$ cat src/rtl/sxu_pkg.sv
package sxu_pkg;
  localparam int WORD_W = 32;
  localparam int LANES  = WORD_W / 8;

  typedef enum logic [1:0] {
    SZ_BYTE = 2'd0,
    SZ_HALF = 2'd1,
    SZ_WORD = 2'd2,
    SZ_WIDE = 2'd3
  } size_e;

  typedef enum logic [1:0] {
    MD_REG  = 2'd0,
    MD_IND  = 2'd1,
    MD_POST = 2'd2,
    MD_STK  = 2'd3
  } mode_e;

  // log2 of the access size in bytes
  function automatic logic [1:0] scale_of(size_e s);
    case (s)
      SZ_BYTE: return 2'd0;
      SZ_HALF: return 2'd1;
      default: return 2'd2;
    endcase
  endfunction

  function automatic logic [2:0] step_of(size_e s);
    return 3'd1 << scale_of(s);
  endfunction

  function automatic logic [LANES-1:0] strobe_of(size_e s, logic [1:0] lo);
    case (s)
      SZ_BYTE: return LANES'(1) << lo;
      SZ_HALF: return lo[1] ? 4'b1100 : 4'b0011;
      default: return 4'b1111;
    endcase
  endfunction

  function automatic logic [WORD_W-1:0] widen(logic [WORD_W-1:0] v, size_e s, logic uns);
    case (s)
      SZ_BYTE: return uns ? {24'h0, v[7:0]}  : {{24{v[7]}}, v[7:0]};
      SZ_HALF: return uns ? {16'h0, v[15:0]} : {{16{v[15]}}, v[15:0]};
      default: return v;
    endcase
  endfunction
endpackage

$ cat src/rtl/sxu_agen.sv
module sxu_agen
  import sxu_pkg::*;
#(
  parameter int ADDR_W = 32,
  parameter int DISP_W = 6
) (
  input  logic              clk,
  input  logic              rst_n,
  input  logic              active,
  input  mode_e             mode,
  input  size_e             size,
  input  logic [ADDR_W-1:0] base,
  input  logic [ADDR_W-1:0] sp,
  input  logic [DISP_W-1:0] disp,
  output logic [ADDR_W-1:0] addr,
  output logic [ADDR_W-1:0] next_base,
  output logic              post_evt
);
  logic [1:0]        sh;
  logic [ADDR_W-1:0] scaled;

  assign sh        = scale_of(size);
  assign scaled    = ADDR_W'(disp) << sh;
  assign addr      = (mode == MD_STK) ? (sp + scaled) : base;
  assign next_base = base + ADDR_W'(step_of(size));
  assign post_evt  = active && (mode == MD_POST);

  // halfword memory accesses stay on even addresses
  p_half_even_r3: assert property (@(posedge clk) disable iff (!rst_n)
    (active && mode != MD_REG && size == SZ_HALF) |-> !addr[0]);

  // word memory accesses stay on 4-byte boundaries
  p_word_quad_r5: assert property (@(posedge clk) disable iff (!rst_n)
    (active && mode != MD_REG && (size == SZ_WORD || size == SZ_WIDE)) |-> addr[1:0] == 2'b00);
endmodule

$ cat src/rtl/sxu_lane.sv
module sxu_lane
  import sxu_pkg::*;
(
  input  logic              clk,
  input  logic              rst_n,
  input  logic              wr,
  input  size_e             size,
  input  logic [1:0]        lo,
  input  logic [WORD_W-1:0] data,
  output logic [LANES-1:0]  strb,
  output logic [WORD_W-1:0] wdata
);
  assign strb = wr ? strobe_of(size, lo) : '0;

  always_comb begin
    case (size)
      SZ_BYTE: wdata = {LANES{data[7:0]}};
      SZ_HALF: wdata = {(LANES/2){data[15:0]}};
      default: wdata = data;
    endcase
  end

  p_byte_one_lane_r9: assert property (@(posedge clk) disable iff (!rst_n)
    (wr && size == SZ_BYTE) |-> ($countones(strb) == 1 && strb[lo]));

  p_half_pair_r9: assert property (@(posedge clk) disable iff (!rst_n)
    (wr && size == SZ_HALF) |-> (strb == 4'b0011 || strb == 4'b1100));
endmodule

$ cat src/rtl/sxu_extend.sv
module sxu_extend
  import sxu_pkg::*;
(
  input  logic              clk,
  input  logic              rst_n,
  input  logic              chk,
  input  logic [WORD_W-1:0] raw,
  input  logic [1:0]        lo,
  input  size_e             size,
  input  logic              uns,
  output logic [WORD_W-1:0] value
);
  logic [WORD_W-1:0] aligned;

  assign aligned = raw >> {lo, 3'b000};
  assign value   = widen(aligned, size, uns);

  p_byte_zero_fill_r2: assert property (@(posedge clk) disable iff (!rst_n)
    (chk && uns && size == SZ_BYTE) |-> value[31:8] == '0);

  p_byte_sign_fill_r1: assert property (@(posedge clk) disable iff (!rst_n)
    (chk && !uns && size == SZ_BYTE) |-> value[31:8] == {24{value[7]}});

  p_half_fill_r3: assert property (@(posedge clk) disable iff (!rst_n)
    (chk && size == SZ_HALF) |-> value[31:16] == (uns ? 16'h0 : {16{value[15]}}));
endmodule

$ cat src/rtl/sized_xfer_unit.sv
module sized_xfer_unit
  import sxu_pkg::*;
#(
  parameter int IDX_W  = 4,
  parameter int ADDR_W = 32,
  parameter int DISP_W = 6
) (
  input  logic              clk,
  input  logic              rst_n,
  input  logic              req_valid,
  input  logic              req_store,
  input  logic [1:0]        req_size,
  input  logic              req_unsigned,
  input  logic [1:0]        req_mode,
  input  logic [IDX_W-1:0]  req_rd,
  input  logic [IDX_W-1:0]  req_base_idx,
  input  logic [ADDR_W-1:0] req_base,
  input  logic [31:0]       req_src,
  input  logic [ADDR_W-1:0] req_sp,
  input  logic [DISP_W-1:0] req_disp,
  output logic              mem_en,
  output logic              mem_wr,
  output logic [ADDR_W-1:0] mem_addr,
  output logic [3:0]        mem_wstrb,
  output logic [31:0]       mem_wdata,
  input  logic [31:0]       mem_rdata,
  output logic              wb_en,
  output logic [IDX_W-1:0]  wb_idx,
  output logic [31:0]       wb_data,
  output logic              upd_en,
  output logic [IDX_W-1:0]  upd_idx,
  output logic [ADDR_W-1:0] upd_data
);
  size_e size_d;
  mode_e mode_d;
  assign size_d = size_e'(req_size);
  assign mode_d = mode_e'(req_mode);

  // request classification
  logic is_move, is_load, is_store, upd_kill, upd_want;
  assign is_move  = req_valid && (mode_d == MD_REG);
  assign is_load  = req_valid && (mode_d != MD_REG) && !req_store;
  assign is_store = req_valid && (mode_d != MD_REG) && req_store;
  assign upd_kill = is_load && (req_rd == req_base_idx);

  logic [ADDR_W-1:0] ea, nxt;
  logic              post_evt;

  sxu_agen #(.ADDR_W(ADDR_W), .DISP_W(DISP_W)) u_agen (
    .clk(clk), .rst_n(rst_n), .active(req_valid), .mode(mode_d), .size(size_d),
    .base(req_base), .sp(req_sp), .disp(req_disp),
    .addr(ea), .next_base(nxt), .post_evt(post_evt)
  );

  assign upd_want = post_evt && !upd_kill;

  logic [3:0]  lane_strb;
  logic [31:0] lane_data;

  sxu_lane u_lane (
    .clk(clk), .rst_n(rst_n), .wr(is_store), .size(size_d), .lo(ea[1:0]),
    .data(req_src), .strb(lane_strb), .wdata(lane_data)
  );

  assign mem_en    = is_load || is_store;
  assign mem_wr    = is_store;
  assign mem_addr  = ea;
  assign mem_wstrb = lane_strb;
  assign mem_wdata = lane_data;

  // stage 1: context held while memory returns data
  logic              s1_wb, s1_mv, s1_uns, s1_upd;
  size_e             s1_size;
  logic [1:0]        s1_lo;
  logic [IDX_W-1:0]  s1_rd, s1_bidx;
  logic [31:0]       s1_src;
  logic [ADDR_W-1:0] s1_next;

  always_ff @(posedge clk or negedge rst_n) begin
    if (!rst_n) begin
      s1_wb   <= 1'b0;
      s1_mv   <= 1'b0;
      s1_uns  <= 1'b0;
      s1_upd  <= 1'b0;
      s1_size <= SZ_BYTE;
      s1_lo   <= '0;
      s1_rd   <= '0;
      s1_bidx <= '0;
      s1_src  <= '0;
      s1_next <= '0;
    end else begin
      s1_wb   <= is_move || is_load;
      s1_mv   <= is_move;
      s1_uns  <= req_unsigned;
      s1_upd  <= upd_want;
      s1_size <= size_d;
      s1_lo   <= ea[1:0];
      s1_rd   <= req_rd;
      s1_bidx <= req_base_idx;
      s1_src  <= req_src;
      s1_next <= nxt;
    end
  end

  logic [31:0] ext_raw, ext_val;
  logic [1:0]  ext_lo;
  assign ext_raw = s1_mv ? s1_src : mem_rdata;
  assign ext_lo  = s1_mv ? 2'b00 : s1_lo;

  sxu_extend u_ext (
    .clk(clk), .rst_n(rst_n), .chk(s1_wb), .raw(ext_raw), .lo(ext_lo),
    .size(s1_size), .uns(s1_uns), .value(ext_val)
  );

  // stage 2: registered results
  always_ff @(posedge clk or negedge rst_n) begin
    if (!rst_n) begin
      wb_en    <= 1'b0;
      wb_idx   <= '0;
      wb_data  <= '0;
      upd_en   <= 1'b0;
      upd_idx  <= '0;
      upd_data <= '0;
    end else begin
      wb_en    <= s1_wb;
      wb_idx   <= s1_rd;
      wb_data  <= ext_val;
      upd_en   <= s1_upd;
      upd_idx  <= s1_bidx;
      upd_data <= s1_next;
    end
  end

  p_move_no_mem_r4: assert property (@(posedge clk) disable iff (!rst_n)
    (req_valid && req_mode == MD_REG) |-> !mem_en);

  p_wb_latency_r11: assert property (@(posedge clk) disable iff (!rst_n)
    (req_valid && !(req_mode != MD_REG && req_store)) |=> ##1 (wb_en && wb_idx == $past(req_rd, 2)));

  p_store_no_wb_r10: assert property (@(posedge clk) disable iff (!rst_n)
    (req_valid && req_mode != MD_REG && req_store) |=> ##1 !wb_en);

  p_conflict_r10: assert property (@(posedge clk) disable iff (!rst_n)
    (req_valid && req_mode == MD_POST && !req_store && req_rd == req_base_idx) |=> ##1 (wb_en && !upd_en));

  p_post_upd_r6: assert property (@(posedge clk) disable iff (!rst_n)
    (req_valid && req_mode == MD_POST && (req_store || req_rd != req_base_idx))
      |=> ##1 (upd_en && upd_idx == $past(req_base_idx, 2)));

  p_no_upd_r8: assert property (@(posedge clk) disable iff (!rst_n)
    (req_valid && req_mode != MD_POST) |=> ##1 !upd_en);

  p_idle_quiet_r12: assert property (@(posedge clk) disable iff (!rst_n)
    !req_valid |-> (!mem_en && !mem_wr && mem_wstrb == 4'b0000));
endmodule

$ cat config.mk
export PLATFORM = sky130hd
export DESIGN_NAME = sized_xfer_unit
export DESIGN_NICKNAME = d
export VERILOG_FILES = /design/src/rtl/sxu_pkg.sv /design/src/rtl/sxu_agen.sv /design/src/rtl/sxu_lane.sv /design/src/rtl/sxu_extend.sv /design/src/rtl/sized_xfer_unit.sv
export SDC_FILE = /design/constraint.sdc
export NUM_CORES = 1
export LEC_CHECK = 0
export BUFFER_PORTS_ARGS = -buffer_cell sky130_fd_sc_hd__buf_2
export CAP_MARGIN = 40
export CORE_MARGIN = 2
export CORE_UTILIZATION = 52
export DETAILED_ROUTE_END_ITERATION = 8
export GPL_TIMING_DRIVEN = 0
export PLACE_DENSITY = 0.85
export REMOVE_ABC_BUFFERS = 1
export SLEW_MARGIN = 10
export SYNTH_ARGS = -nofsm -noshare
export SYNTH_HDL_FRONTEND = slang
export SYNTH_SLANG_ARGS = --single-unit
$ cat constraint.sdc
create_clock -name clk -period 7 [get_ports clk]
set_clock_uncertainty 0.2 [all_clocks]
set_input_delay 1.4 -clock clk [delete_from_list [all_inputs] [get_ports clk]]
set_output_delay 1.4 -clock clk [all_outputs]
set_load 0.01 [all_outputs]
## After elaboration in Yosys (flattened, before gate mapping)

Cells that the tools add are included.

- Register bits: 154
- Input bits: 151
- Output and inout port bits: 144
- Word-level logic and storage cells: 53

- Add/subtract/negate cells: 2
- Equal/unequal tests: 5
- Shift operators: 4
- Mux-type cells: 11
- Reductions and logical operators: 15

Operators by type and width:

| operator | count |
|---|---|
| $mux 32 | 4 |
| $pmux 32 s2 | 2 |
| $add 32x3->32 | 1 |
| $add 32x32->32 | 1 |
| $shl 6x2->32 | 1 |
| $shr 32x5->32 | 1 |
| $mux 4 | 2 |
| $pmux 4 s2 | 1 |
| $logic_and 1x1->1 | 7 |
| $logic_not 2->1 | 3 |
| $eq 2x1->1 const B | 2 |
| $eq 2x2->1 const B | 2 |
| $eq 4x4->1 | 1 |
| $pmux 2 s2 | 1 |
| $shl 1x2->4 const A | 1 |
| $shl 1x2->3 const A | 1 |
| $logic_not 1->1 | 2 |
| $logic_or 1x1->1 | 2 |
| $mux 2 | 1 |
| $reduce_bool 2->1 | 1 |

## Longest topological paths before layout

Gate-level depths: netlist of run 1.

- Depth after elaboration: 8
- Gate-level depth with buffers: 13
- Depth with buffers taken out: 11

## Cells and area by module

A second synthesis of run 1 with hierarchy kept.

- Cells, all modules: 686
- Area total of the unflattened synthesis: 7727.4 um2

By module, submodules not included:

| module | times used | cells each | area an instance (um2) | seq. area each (um2) |
|---|---|---|---|---|
| sized_xfer_unit | 1 | 203 | 4480.5 | 3853.7 |
| sxu_agen | 1 | 316 | 1964.4 | 0.0 |
| sxu_extend | 1 | 103 | 768.2 | 0.0 |
| sxu_lane | 1 | 64 | 514.2 | 0.0 |

## Worst setup path after synthesis of run 1

No wires, ideal clock.

- Path kind: input port to output port
- From: input port req_size[0]
- To: output port mem_addr[24]
- Arrival time: 3.967 ns
- Required time: 5.400 ns
- Path slack: 1.433 ns
- Stages: 13
- Buffers on the path: 2
- Cells stage by stage: buf_2 nor2_1 and2_1 ha_1 inv_1 fa_1 nand2b_1 a21oi_1 o32a_1 buf_2 nand4_1 xor2_1 o21ai_0

- Cells in the longest elaborated chain, start to end: 5
- Elaborated cells on any way between the ends: 6
- Classes of those cells: 1 x add/sub; 1 x eq/ne; 1 x shift; 2 x mux; 1 x reduce/logical

Ends and longest elaborated chain:

| what | RTL line | text |
|---|---|---|
| start: declaration | sized_xfer_unit.sv:12 | `input logic [1:0] req_size,` |
| $eq 2x1->1 / $logic_not 2->1 (equally long branches) | sxu_pkg.sv:21 | `case (s)` |
| $pmux 2 s2 (*) | sxu_pkg.sv:21 |  |
| $shl 6x2->32 (*) | sxu_agen.sv:23 | `assign scaled = ADDR_W'(disp) << sh;` |
| $add 32x32->32 (*) | sxu_agen.sv:24 | `assign addr = (mode == MD_STK) ? (sp + scaled) : base;` |
| $mux 32 (*) | sxu_agen.sv:24 |  |
| end: declaration | sized_xfer_unit.sv:23 | `output logic [ADDR_W-1:0] mem_addr,` |

Mark *: on every way between the ends. The rest lies on a longest branch, timed or not.

## Final worst setup path of run 1

- From: input port req_size[1]
- To: output port mem_addr[14]

Same word-level chain as after synthesis.

==> results of run 1 <==
## cell type report
type / instances / area [sq um]
fill: 995 / 3930
sequential: 154 / 3850
multi-input combinational: 478 / 3120
timing repair buffer: 302 / 1620
clock buffer: 18 / 439
tap: 176 / 220
clock inverter: 14 / 169
inverter: 12 / 45.0
antenna: 1 / 2.50
## worst register-to-register path: stages (launching register included)
cell and delay (ps):
sky130_fd_sc_hd__dfrtp_1 740, sky130_fd_sc_hd__buf_16 240, sky130_fd_sc_hd__mux2_1 370, sky130_fd_sc_hd__nor3_1 240, sky130_fd_sc_hd__o31ai_2 150, sky130_fd_sc_hd__nand3b_2 180
sky130_fd_sc_hd__o21a_2 370, sky130_fd_sc_hd__o21ai_0 150
## metal layers
metal  part of all wire [%]  up-vias
li1                       -     2937
met1                     39     2964
met2                     51      285
met3                    6.8       40
met4                    2.5        0
met5                      0        -
## where the power goes
group	total, W	internal, W	switching (W)
clock network	0.000925	0.000571	0.000354
registers	0.000979	0.000955	0.0000237
logic	0.000404	0.000167	0.000236
## cells in the final DEF (no fill, tap or decap), types with 3 or more instances in the layout
cell type / count
sky130_fd_sc_hd__o2111ai_1: 3
sky130_fd_sc_hd__nor2_1: 30
sky130_fd_sc_hd__o211ai_1: 15
sky130_fd_sc_hd__o21ai_0: 82
sky130_fd_sc_hd__and4_1: 8
sky130_fd_sc_hd__mux2_2: 17
sky130_fd_sc_hd__nand2_1: 94
sky130_fd_sc_hd__nand3_1: 15
sky130_fd_sc_hd__dfrtp_1: 154
sky130_fd_sc_hd__a21o_1: 4
sky130_fd_sc_hd__ha_1: 12
sky130_fd_sc_hd__clkinv_4: 3
sky130_fd_sc_hd__xnor2_1: 26
sky130_fd_sc_hd__xor2_1: 37
sky130_fd_sc_hd__clkbuf_16: 17
sky130_fd_sc_hd__buf_2: 294
sky130_fd_sc_hd__buf_16: 3
sky130_fd_sc_hd__a21oi_1: 22
sky130_fd_sc_hd__o21ai_1: 4
sky130_fd_sc_hd__inv_1: 12
sky130_fd_sc_hd__nand4_1: 12
sky130_fd_sc_hd__nor3_1: 5
sky130_fd_sc_hd__nor2b_1: 3
sky130_fd_sc_hd__bufinv_16: 3
sky130_fd_sc_hd__clkinv_2: 4
sky130_fd_sc_hd__and2_1: 4
sky130_fd_sc_hd__and3_1: 7
sky130_fd_sc_hd__mux2i_1: 35
sky130_fd_sc_hd__nand2b_1: 6
sky130_fd_sc_hd__a22oi_1: 8
## flip-flops by register name (all words and copies together) (netlist names)
| signal | count |
|---|---|
| s1_next | 32 |
| s1_src | 32 |
| upd_data | 32 |
| wb_data | 32 |
| s1_bidx | 4 |
| s1_rd | 4 |
| upd_idx | 4 |
| wb_idx | 4 |
| s1_lo | 2 |
| s1_size | 2 |
| s1_mv | 1 |
| s1_uns | 1 |
| s1_upd | 1 |
| s1_wb | 1 |
| upd_en | 1 |
| wb_en | 1 |
## through the flow
step	cells	total power (W)	hold slack [ps]	setup WS (ps)	instance area [sq um]
2_1_floorplan	644	0.00118	131	1560	7020
3_3_place_gp	1114	0.00137	132	193	8710
3_5_place_dp	1122	0.00140	135	523	8860
4_1_cts	1154	0.00232	145	514	9470
5_1_grt	1155	0.00241	151	266	9470
6_report	1155	0.00231	146	440	9470
## logic make-up (layout without fill, tap and decap cells)
group	after synthesis	after routing	synth area share, %
buffers and inverters	49	346	3.15
multiplexers	53	53	7.68
AND/OR/NAND/NOR	195	195	13.1
flip-flops	154	154	53.5
adder cells (fa/ha/maj)	14	14	2.50
XOR/XNOR	63	63	7.67
AO/OA/AOI/OAI	152	152	12.3
other	1	2	0.0521
## how the worst min path moves through the flow
stage                startpoint           end  cells past startpoint
CTS                 s1_next[22]  upd_data[22]                      0
global route        s1_next[31]  upd_data[31]                      0
global placement     s1_next[1]   upd_data[1]                      0
detailed placement  s1_next[19]  upd_data[19]                      0
floorplan            s1_next[0]   upd_data[0]                      0
finish              s1_next[22]  upd_data[22]                      0
==> flow_summary.toml, run 1 <==
[run_status]
status = "complete, no violations"

[grt]
maximum_number_of_pins_on_one_net_before_global_route_repair = 79
globalRouteTotalUtil_pct = 26.5
globalRoute.busiestLayer = "met2"
global_route_wire_length_before_repair_microns = 29700
number_of_global_route_vias_before_repair = 5862
grt_use_met1_pct = 31.9
grt_antenna_before_repair = 1
groute.layer.met2.usage_pct = 46.2
global_route.overflow_total = 0
gr-usage-met3_pct = 5.95

[critical_path]
worst_r2r_path_depth = 7
crit_path_launch = "req_size[1]"
cell_chain_critical_path = "buf_2 -> nor2_1 -> buf_6 -> and2_1 -> ha_1 -> inv_1 -> fa_1 -> nand2b_1 -> a21oi_1 -> o32a_1 -> nand3_1 -> xor2_1 -> o21ai_0 -> buf_2"
crit_slowest_cell = "sky130_fd_sc_hd__nor2_1"
critical_path_peak_fanout = 43
critPathKind = "in -> out"
cp.buffers_inverters = 4
element_type_at_the_critical_path_start = "input port"
r2r-start = "s1_lo[0]"
critPathMaxStageDelay_ps = 580
timing.critical_path.mode_cell = "sky130_fd_sc_hd__buf_2"
critical_path.endpoint_type = "output port"
critPathArrivalTime_ps = 4960
endpoint = "mem_addr[14]"
critical-path-top-delay-family = "simple AND/OR/NAND/NOR gates"
reg2reg_to = "wb_data[25]"
cp_data_required_time_ps = 5400
worst-path-stages = 14
setup.reg_to_reg.worst_slack_ps = 4230

[floorplan]
core_area_sq_um = 13400
die_area_sq_um = 14800
start_util_pct = 53.7
die_height_microns = 122
die_width_microns = 122
design.portCount = 295
num_rows = 42

[synthesis]
synthMostInstantiatedCell = "sky130_fd_sc_hd__dfrtp_1"
ys_seq_area_share_pct = 53.5
synth_async_sr_flop_share_pct = 100
syn_area_per_cell_sq_um = 10.6
ys_dominant_reg_cell = "sky130_fd_sc_hd__dfrtp_1"
synth_common_cells = "sky130_fd_sc_hd__dfrtp_1, sky130_fd_sc_hd__nand2_1, sky130_fd_sc_hd__o21ai_0"
ys_ff_latch = 154
yosys-top-cells-area = "sky130_fd_sc_hd__dfrtp_1, sky130_fd_sc_hd__o21ai_0, sky130_fd_sc_hd__nand2_1"
syn-instance-count = 681
number_of_synthesized_flops_with_an_enable_pin = 0
share_of_the_synthesized_area_in_the_top_cell_type_pct = 53.5
ys_warn_count = 0
cell_taking_the_most_area_after_synthesis = "sky130_fd_sc_hd__dfrtp_1"
syn_area_sq_um = 7200
netlist-cell-type-count = 52

[sta]
timing.final.hold_violations = 0
report.final.slew_viol_count = 0
fmax_ghz = 0.152
worst_slew_pin_slew_ps = 825
final_cycle_utilization_of_the_critical_path_pct = 93.7
unrepaired_setup_endpoints_after_global_routing = "no"
report.final.setup_viol = 0
relSlewSlack_pct = 44.9
fin_tns_setup_ps = 0
post-route-min-period_ps = 6560

[placement]
place_hpwl_microns = 14800
routability_congestion = 0.862
io_buffer_count = 294

[clock_tree]
post_cts.repair.setup_buffers = 0
insertion_delay_ps = 410
cts.clk_slew.worst_paths_ps = 60
cts_hold_buffers = 0
clock_tree.htree_level_count = 4
clock_tree.root_cell = "sky130_fd_sc_hd__clkbuf_16"
tritoncts = "done"
tritoncts_buffer_count = 17
clk_path_buf_depth = 2
clock_sinks = 154
cts.repair.resized = 0

[drt]
routedWlPerCell_microns = 16.9
route.detailed.vias_per_inst = 5.39
drt-pass1-iter-count = 5
drt.antenna.violating_nets = 0
drt_drc_violations_left = 0
drt_wl_total_microns = 19500
dr.first_iter.drc_count = 394
vias = 6226

[worst_hold_path]
min_path_type = "reg -> reg"

[power]
vdd.ir_drop.worst_v = 0.000167
leakage_nw = 4.71
power_density_nw_per_um2 = 244

[layout]
fin_util_pct = 70.7
post_route_cells_drive_above_1_share_pct = 36.9
final_net_count = 1129
layout-area-overhead-vs-synth_pct = 31.6

[flow_run]
max-cap-violations = 0
Power figures use the tool's default switching activity.
==> run 2, diff against run 1 <==
RECOVER_POWER = 25   (was not set)
==> run 2 against run 1 <==
The flow now finishes with violations (capacitance limit, slew limit). Wire length barely moved. Worst setup slack better by 61 ps. Core utilization is 0.45 points lower. Non-clock buffer count unchanged. Global-route usage did not move. Clock power barely moved. Flip-flop and latch count is the same. Sequential power about the same. Final cell count stayed put. Combinational power fell by 1%. Critical path type unchanged. Largest power group unchanged. Highest routed layer unchanged.
==> flow_summary.toml, run 2 (synthesis gave the netlist of run 1 again) <==
[run_status]
status = "complete, but fails checks"
failed_checks = "capacitance limit, slew limit"

[critical_path]
critical_path.endpoint_type = "output port"
cell_chain_critical_path = "buf_2 -> nor2_1 -> buf_6 -> and2_1 -> ha_1 -> inv_1 -> fa_1 -> nand2b_1 -> a21oi_1 -> o32a_1 -> nand3_1 -> xor2_1 -> o21ai_0 -> buf_2"
worst_r2r_path_depth = 7
setup.reg_to_reg.worst_slack_ps = 4230
crit_slowest_cell = "sky130_fd_sc_hd__nor2_1"
timing.critical_path.mode_cell = "sky130_fd_sc_hd__buf_2"
element_type_at_the_critical_path_start = "input port"
cp_data_required_time_ps = 5400
critical_path_peak_fanout = 43
critPathMaxStageDelay_ps = 540
critPathArrivalTime_ps = 4900
critPathKind = "in -> out"

[clock_tree]
clock_tree.htree_level_count = 4
post_cts.repair.setup_buffers = 0
tritoncts_buffer_count = 17
clock_tree.root_cell = "sky130_fd_sc_hd__clkbuf_16"
tritoncts = "done"
cts_hold_buffers = 0
clock_sinks = 154
cts.repair.resized = 0
clk_path_buf_depth = 2
insertion_delay_ps = 410
cts.clk_slew.worst_paths_ps = 60

[drt]
routedWlPerCell_microns = 16.9
vias = 6229
dr.first_iter.drc_count = 366
drt.antenna.violating_nets = 0
drt_wl_total_microns = 19500
route.detailed.vias_per_inst = 5.39
drt-pass1-iter-count = 5
drt_drc_violations_left = 0

[flow_run]
max-cap-violations = 1

[grt]
grt_use_met1_pct = 31.9
globalRouteTotalUtil_pct = 26.5
grt_antenna_before_repair = 1
globalRoute.busiestLayer = "met2"
gr-usage-met3_pct = 5.95
maximum_number_of_pins_on_one_net_before_global_route_repair = 79
groute.layer.met2.usage_pct = 46.2
global_route.overflow_total = 0
global_route_wire_length_before_repair_microns = 29700
number_of_global_route_vias_before_repair = 5862

[layout]
post_route_cells_drive_above_1_share_pct = 32.8
final.fill_count = 1023
final_net_count = 1129
register_area_sq_um = 3850
layout-area-overhead-vs-synth_pct = 30.8
multi_input_area_sq_um = 3120
mostFrequentLayoutCell = "sky130_fd_sc_hd__buf_2"
layout.cells.most_common_list = "sky130_fd_sc_hd__buf_2, sky130_fd_sc_hd__dfrtp_1, sky130_fd_sc_hd__nand2_1, sky130_fd_sc_hd__o21ai_0, sky130_fd_sc_hd__clkbuf_1"
final_area_sq_um = 9410

[sta]
timing.final.hold_violations = 0
fmax_ghz = 0.154
relSlewSlack_pct = -167
report.final.slew_viol_count = 77
unrepaired_setup_endpoints_after_global_routing = "no"
post-route-min-period_ps = 6500
final_cycle_utilization_of_the_critical_path_pct = 92.8
fin_tns_setup_ps = 0
worst_slew_pin_slew_ps = 4010
fin_ws_ps = 501
report.final.setup_viol = 0

[power]
power_density_nw_per_um2 = 245
vdd.ir_drop.worst_v = 0.000165
leakage_nw = 4.60

[placement]
detailedPlace.worstSlack_ps = 523
postPlaceCellArea_sq_um = 8860
io_buffer_count = 294
place_hpwl_microns = 14800
routability_congestion = 0.862

[floorplan]
die_width_microns = 122
num_rows = 42
start_util_pct = 53.7
core_area_sq_um = 13400
die_area_sq_um = 14800
design.portCount = 295
die_height_microns = 122

[worst_hold_path]
min_path_type = "reg -> reg"
timing.hold.worst_path_depth = 0
## run 2: changes by cell type in the layout (fill, tap and decap cells not counted), sizes merged
cell    delta
buf       -40
clkbuf    +40
## run 2: power by group
part / internal [W] / leakage, nW / switching (W)
Combinational: 0.000164 / 2.47 / 0.000235
Clock: 0.000571 / 0.296 / 0.000353
Sequential: 0.000956 / 1.83 / 0.0000240
Total: 0.00169 / 4.60 / 0.000612
## run 2: final cells by class
type / instances / area share, %
Antenna cell: 1 / 0.0266
Clock buffer: 18 / 4.67
Clock inverter: 14 / 1.79
Inverter: 12 / 0.479
Multi-Input combinational cell: 478 / 33.1
Sequential cell: 154 / 40.9
Tap cell: 176 / 2.34
Timing Repair Buffer: 302 / 16.6
## run 2: path summary, 6_finish.rpt
check / from / to
max in group asynchronous: rst_n / s1_next[31]
min: s1_next[22] / upd_data[22]
max reg2reg: s1_lo[0] / wb_data[25]
min in group asynchronous: rst_n / wb_data[17]
min reg2reg: s1_next[22] / upd_data[22]
max: req_size[1] / mem_addr[14]
## run 2: metal layers
layer  up-vias  share of wire, %
met2       276                51
li1       2944                 -
met1      2964                40
met4         0               2.7
met5         -                 0
met3        45               6.7
## run 2: critical path, delay by kind of cell
kind                     cells  cell delay, ps
AND/OR/NAND/NOR              4            1010
AO/OA/AOI/OAI                3             920
adder cells (fa/ha/maj)      2             550
buffers and inverters        4             840
XOR/XNOR                     1             160
## run 2: stage by stage
step | std cells | util [%] | hold WS (ps) | power (W)
floorplan | 644 | - | 131 | 0.00118
global placement | 1114 | 65.0 | 132 | 0.00137
detailed placement | 1122 | 66.1 | 135 | 0.00140
CTS | 1154 | 70.7 | 145 | 0.00232
global route | 1155 | 70.2 | 151 | 0.00241
finish | 1155 | 70.2 | 145 | 0.00230
